## src/rtl/shrot_pkg.sv

```systemverilog
package shrot_pkg;

    localparam int FLAG_W = 8;

    typedef enum logic [2:0] {
        OP_ROT_ACC = 3'd0,
        OP_SHL_AR  = 3'd1,
        OP_SHR_AR  = 3'd2,
        OP_SHR_LG  = 3'd3,
        OP_NIB_ROT = 3'd4,
        OP_NOP5    = 3'd5,
        OP_NOP6    = 3'd6,
        OP_NOP7    = 3'd7
    } op_e;

    // Flag byte layout, MSB first
    typedef struct packed {
        logic s;
        logic z;
        logic b5;
        logic h;
        logic b3;
        logic pv;
        logic n;
        logic c;
    } flag_t;

    function automatic logic is_shift(input op_e op);
        return (op == OP_SHL_AR) || (op == OP_SHR_AR) || (op == OP_SHR_LG);
    endfunction

    // Apply sign/zero/parity and clear half-carry and subtract
    function automatic flag_t szp_update(input flag_t f, input logic sign,
                                         input logic zero, input logic even);
        flag_t r;
        r    = f;
        r.s  = sign;
        r.z  = zero;
        r.pv = even;
        r.h  = 1'b0;
        r.n  = 1'b0;
        return r;
    endfunction

endpackage

```

## src/rtl/shrot_shifter.sv

```systemverilog
module shrot_shifter
    import shrot_pkg::*;
#(
    parameter int DATA_W = 8
) (
    input  op_e               op,
    input  logic [DATA_W-1:0] operand,
    input  logic [DATA_W-1:0] acc,
    output logic [DATA_W-1:0] res,
    output logic              carry
);
    localparam int MSB = DATA_W - 1;

    always_comb begin
        res   = operand;
        carry = 1'b0;
        case (op)
            OP_ROT_ACC: begin
                res   = {acc[0], acc[MSB:1]};
                carry = acc[0];
            end
            OP_SHL_AR: begin
                res   = {operand[MSB-1:0], 1'b0};
                carry = operand[MSB];
            end
            OP_SHR_AR: begin
                res   = {operand[MSB], operand[MSB:1]};
                carry = operand[0];
            end
            OP_SHR_LG: begin
                res   = {1'b0, operand[MSB:1]};
                carry = operand[0];
            end
            default: begin
                res   = operand;
                carry = 1'b0;
            end
        endcase
    end
endmodule

```

## src/rtl/shrot_nibble.sv

```systemverilog
module shrot_nibble #(
    parameter int DATA_W = 8
) (
    input  logic [DATA_W-1:0] acc,
    input  logic [DATA_W-1:0] mem,
    output logic [DATA_W-1:0] new_acc,
    output logic [DATA_W-1:0] new_mem
);
    localparam int HALF = DATA_W / 2;

    // Accumulator keeps its upper half, takes the memory lower half
    assign new_acc = {acc[DATA_W-1:HALF], mem[HALF-1:0]};
    // Memory: upper half from old accumulator lower half, lower half from old memory upper half
    assign new_mem = {acc[HALF-1:0], mem[DATA_W-1:HALF]};
endmodule

```

## src/rtl/shrot_flags.sv

```systemverilog
module shrot_flags
    import shrot_pkg::*;
#(
    parameter int DATA_W = 8
) (
    input  op_e               op,
    input  logic [DATA_W-1:0] res,
    input  logic              carry,
    input  flag_t             fin,
    output flag_t             fout
);
    logic sign_b, zero_b, even_b;

    assign sign_b = res[DATA_W-1];
    assign zero_b = ~|res;
    assign even_b = ~^res;

    always_comb begin
        fout = fin;
        if (op == OP_ROT_ACC) begin
            fout.h = 1'b0;
            fout.n = 1'b0;
            fout.c = carry;
        end else if (is_shift(op)) begin
            fout   = szp_update(fin, sign_b, zero_b, even_b);
            fout.c = carry;
        end else if (op == OP_NIB_ROT) begin
            fout = szp_update(fin, sign_b, zero_b, even_b);
        end
    end
endmodule

```

## src/rtl/shrot_unit.sv

```systemverilog
module shrot_unit
    import shrot_pkg::*;
#(
    parameter int DATA_W = 8
) (
    input  logic [2:0]        op_sel,
    input  logic [DATA_W-1:0] operand_in,
    input  logic [DATA_W-1:0] acc_in,
    input  logic [DATA_W-1:0] mem_in,
    input  logic [7:0]        flags_in,
    output logic [DATA_W-1:0] result_out,
    output logic [DATA_W-1:0] mem_out,
    output logic [7:0]        flags_out
);
    op_e               op;
    logic [DATA_W-1:0] sh_res;
    logic              sh_carry;
    logic [DATA_W-1:0] nb_acc;
    logic [DATA_W-1:0] nb_mem;
    flag_t             f_in;
    flag_t             f_out;

    assign op   = op_e'(op_sel);
    assign f_in = flag_t'(flags_in);

    shrot_shifter #(.DATA_W(DATA_W)) u_shift (
        .op      (op),
        .operand (operand_in),
        .acc     (acc_in),
        .res     (sh_res),
        .carry   (sh_carry)
    );

    shrot_nibble #(.DATA_W(DATA_W)) u_nib (
        .acc     (acc_in),
        .mem     (mem_in),
        .new_acc (nb_acc),
        .new_mem (nb_mem)
    );

    assign result_out = (op == OP_NIB_ROT) ? nb_acc : sh_res;
    assign mem_out    = (op == OP_NIB_ROT) ? nb_mem : mem_in;

    shrot_flags #(.DATA_W(DATA_W)) u_flags (
        .op    (op),
        .res   (result_out),
        .carry (sh_carry),
        .fin   (f_in),
        .fout  (f_out)
    );

    assign flags_out = f_out;
endmodule

```

## config.mk

```make
export PLATFORM = sky130hd
export DESIGN_NAME = shrot_unit
export DESIGN_NICKNAME = d
export VERILOG_FILES = /design/src/rtl/shrot_pkg.sv /design/src/rtl/shrot_shifter.sv /design/src/rtl/shrot_nibble.sv /design/src/rtl/shrot_flags.sv /design/src/rtl/shrot_unit.sv
export SDC_FILE = /design/constraint.sdc
export NUM_CORES = 1
export LEC_CHECK = 0
export BUFFER_PORTS_ARGS = -buffer_cell sky130_fd_sc_hd__buf_2
export CAP_MARGIN = 20
export CORE_ASPECT_RATIO = 1.4
export CORE_MARGIN = 1.5
export CORE_UTILIZATION = 47
export DETAILED_ROUTE_END_ITERATION = 10
export PLACE_DENSITY = 0.93
export SLEW_MARGIN = 20
export SYNTH_ARGS = -nofsm -noshare
export SYNTH_HDL_FRONTEND = slang
export SYNTH_SLANG_ARGS = --single-unit
```

## constraint.sdc

```tcl
create_clock -name vclk -period 3.2
set_input_delay 0.16 -clock vclk [all_inputs]
set_output_delay 0.16 -clock vclk [all_outputs]
set_load 0.02 [all_outputs]
```

---- Word level (Yosys, flattened, before mapping) ----
Index checks and enable logic that the tools add are counted.
storage, ports and cells
  bits in registers ....................... 0
  bits of input ports ..................... 35
  logic and storage cells ................. 21
cells by class
  eq/ne operators ......................... 4
  multiplexer cells ....................... 10
  reductions and logical operators ........ 7
operators by type and width
  cell                                                             count
  8-bit two-way mux                                                4
  8-bit one-hot mux with 4 select lines                            1
  8-bit OR reduction                                               1
  8-bit XNOR reduction                                             1
  3-bit by 2-bit == test with 1-bit output, second input constant  2
  2-bit two-way mux                                                2
  3-bit by 1-bit == test with 1-bit output, second input constant  1
  3-bit == test, second input constant                             1
  3-bit zero test                                                  1
  3-bit two-way mux                                                1
  1-bit one-hot mux with 3 select lines                            1
  1-bit logical OR                                                 2
  2-bit OR reduction                                               1
  1-bit zero test                                                  1
  1-bit two-way mux                                                1

---- Longest topological paths before layout ----
  depth after elaboration ................. 8
  mapped depth ............................ 9
  gate-level depth less buffers ........... 7

---- Hierarchy ----
From an unflattened synthesis, not the netlist that was laid out.
unflattened totals
  cell total of the unflattened synthesis .. 101
  area total of the unflattened synthesis .. 843.3 um^2
modules (own cells, without submodules)
  module         times used  cells each  area each (um^2)  sequential area each (um^2)
  shrot_shifter  1           39          291.5             0.0
  shrot_flags    1           28          217.7             0.0
  shrot_unit     1           18          214.0             0.0
  shrot_nibble   1           16          120.1             0.0

---- Worst setup path after synthesis ----
No wires, ideal clock.
  path kind ............................... input -> output
  start ................................... input port op_sel[2]
  end ..................................... output port flags_out[2]
  data arrival time ....................... 1729 ps
  slack ................................... 1311 ps
  stages .................................. 9
  path through ............................ buf_6 > buf_4 > buf_4 > nand3_1 > and3_1 > ha_1 > xnor2_1 > xnor2_1 > mux2_4
between the ends
  word-level cells in the longest chain between the ends .. 7
RTL lines
  item                                                                    RTL line                              text
  start: declaration                                                      shrot_unit.sv:6                       input logic [2:0] op_sel,
  3-bit by 2-bit == test with 1-bit output, or another cell as far along  shrot_pkg.sv:29, shrot_shifter.sv:17
  8-bit one-hot mux with 4 select lines                                   shrot_shifter.sv:17                   case (op)
  8-bit two-way mux                                                       shrot_unit.sv:41                      assign result_out = (op == OP_NIB_ROT) ? nb_acc : sh_res;
  8-bit XNOR reduction                                                    shrot_flags.sv:16                     assign even_b = ~^res;
  8-bit two-way mux                                                       shrot_flags.sv:27                     end else if (op == OP_NIB_ROT) begin
  8-bit two-way mux                                                       shrot_flags.sv:24                     end else if (is_shift(op)) begin
  2-bit two-way mux (*)                                                   shrot_flags.sv:20                     if (op == OP_ROT_ACC) begin
  end: declaration                                                        shrot_unit.sv:13                      output logic [7:0] flags_out
Mark *: on every way between the ends. The rest lies on a longest branch, timed or not.

---- Worst setup path in the final report ----
Same ends and word-level chain as after synthesis.

==> flow_metrics.tcl <==
set metrics [dict create \
    dp_cells 158 \
    grt_max_degree 29 \
    yosysSeqAreaShare_pct 0 \
    endpoint_kind "output port" \
    startpoint "op_sel[2]" \
    post-dp-hpwl_um 1730 \
    dr_total_vias 869 \
    netlist_area_um2 871 \
    start_util_pct 49.6 \
    core_area_mm2 0.00176 \
    clock.fmax_mhz 421 \
    seq_cell_count 0 \
    fin_crit_sh_pct 74.2 \
    finalHoldViolCount 0 \
    critPathRequiredTime_ns 3.04 \
    die_area_mm2 0.00212 \
    grt_usage_pct 18.2 \
    globalRouteOverflowTotal 0 \
    synth_compound_area_share_pct 4.17 \
    layout-drive-gt1-share_pct 60.1 \
    drt_iter0_markers 7 \
    drc 0 \
    syn_inst 90 \
    finalCriticalPeriod_ns 2.37 \
    clkbuf_count 0 \
    fp.dieW_um 39.4 \
    start_kind "primary input" \
    design_area_mm2 0.00111 \
    clockPowerShare_pct 0 \
    tightestPinTransition_ns 0.627 \
    synthAdderAreaFrac_pct 5.75 \
    post_dp_cell_area_mm2 0.00111 \
    maxCapViolCount 0 \
    crit_fanout 28 \
    io_pins 59 \
    grt_use_met2_pct 39.2 \
    routedWlPerCell_um 12.7 \
    synth_warnings 0 \
    regArea_um2 0 \
    ant_nets 0 \
    grt_first_pass_wirelength_um 2900 \
    synth_top_family_by_area "multiplexers" \
    power_switching_share_pct 50.2 \
    area_delta_synth_final_pct 27.0 \
    drt_wl_total_um 2010 \
    grt.busiest_layer "met2" \
    viasPerCell 5.50 \
    final_common_cell "buf_2" \
    final_cell_mix "buf_2 (55), mux2i_1 (22), mux2_2 (13), mux2_4 (11)" \
    die_h_um 53.9 \
    fin_ws_ns 0.826 \
    grtUsageMet3_pct 0 \
    firstDrtPassIters 4 \
    finish.net_count 179 \
    setup_tns_ns 0 \
    critPathArrivalTime_ns 2.21 \
    relSlewSlack_pct 58.2 \
    synth-simple-area-share_pct 12.8 \
    maxSlewViolCount 0 \
    synth-xor-area-share_pct 6.18 \
    post-cts-setup-buffers 0 \
    n_antenna_cell 0 \
    pwr-share-seq_pct 0 \
    syn_avg_cell_area_um2 9.68 \
    portBuffers 55 \
    p_per_area_mw_per_mm2 209 \
    min_path_cells 0 \
    use_met1_pct 18.9 \
    grt_setup_unrepaired "no" \
    fin_cells 158 \
    grt_pass1_vias 737 \
    p_sw_uw 116 \
    ctsHoldBuffers 0 \
    synthesis.nets 129 \
    critical_path_class "in2out" \
    row_count 18 \
    p_leak_uw 0.000598 \
    outcome "finished clean" \
    n_fill_cell 143 \
    min_to "flags_out[3]" \
    synthMuxAreaShare_pct 61.1 \
    place_congestion 0.813 \
    power_frac_comb_pct 100.0 \
    ir_worst_vdd_mv 0.118 \
    hold_class "in2out" \
    final_core_util_pct 63.0 \
    p_int_uw 115 \
    setup_viol 0 \
    antenna_found_initial 0 \
    pre_cts_slack_ns 0.823 \
    min_from "flags_in[3]" \
    ctsResizeCount 0 \
    synthDistinctLibCells 26 \
]
## per-stage QoR
step | hold WS [ns] | power, uW
floorplan | 0.433 | 174
global placement | 0.320 | 227
detailed placement | 0.320 | 233
CTS | 0.320 | 234
global route | 0.320 | 251
finish | 0.320 | 231
## power groups by stage
stage                     clock, uW  sequential, uW  combinational (uW)
after detailed placement          0               0                 233
after floorplan                   0               0                 174
after CTS                         0               0                 234
after global routing              0               0                 251
after global placement            0               0                 227
final                             0               0                 231
## cell usage after synthesis
master | number | area share, %
nor3_1 | 1 | 0.57
buf_6 | 4 | 5.2
and2_1 | 1 | 0.72
buf_2 | 1 | 0.57
xnor2_4 | 1 | 3.2
or3b_1 | 1 | 1.0
a21oi_1 | 3 | 1.7
mux2_4 | 11 | 19
nand4_1 | 1 | 0.72
nor2_1 | 2 | 0.86
mux2_2 | 13 | 17
buf_4 | 4 | 3.4
nand3_1 | 2 | 1.1
xnor2_1 | 3 | 3.0
nand3b_1 | 2 | 1.7
and3b_1 | 2 | 2.0
or3_1 | 1 | 0.72
inv_1 | 2 | 0.86
mux2i_1 | 22 | 25
a221oi_1 | 1 | 1.0
o21ai_0 | 1 | 0.57
and3_2 | 1 | 0.86
nand2_1 | 4 | 1.7
ha_1 | 4 | 5.7
and3_1 | 1 | 0.72
o21a_1 | 1 | 0.86
## worst max path at each step
stage,endpoint,slack [ns],cells after the start
finish,flags_out[2],0.83,9
global route,flags_out[2],0.72,9
CTS,flags_out[2],0.81,9
detailed placement,flags_out[2],0.82,9
global placement,flags_out[2],0.87,9
floorplan,flags_out[2],1.31,9
## final cells by class
cell class         count  area (um2)  share of cell area [%]
multi-input cells     79         783                    70.8
repair buffers        57         290                    26.2
well taps             20        25.0                    2.26
inverters              2        7.51                   0.679
## logic make-up after synthesis
| group | count (synthesis) |
|---|---|
| muxes | 46 |
| and+or+nand+nor | 19 |
| buffers and inverters | 11 |
| AOI/OAI and AO/OA | 6 |
| xor gates and xnor gates | 4 |
| adders and majority gates | 4 |
## layer usage
metal  vias up  routed length, um
li1        432                  -
met1       394                761
met2        41               1090
met3         2                159
met4         0                  2
met5         -                  0
## worst max-delay path, stage by stage
cell and delay (ns):
buf_2 0.49, mux2_2 0.41, nand2_1 0.08, and3_1 0.15
ha_1 0.23, xnor2_1 0.14, xnor2_1 0.12, mux2_4 0.25
buf_2 0.16
Power figures use the tool's default switching activity.
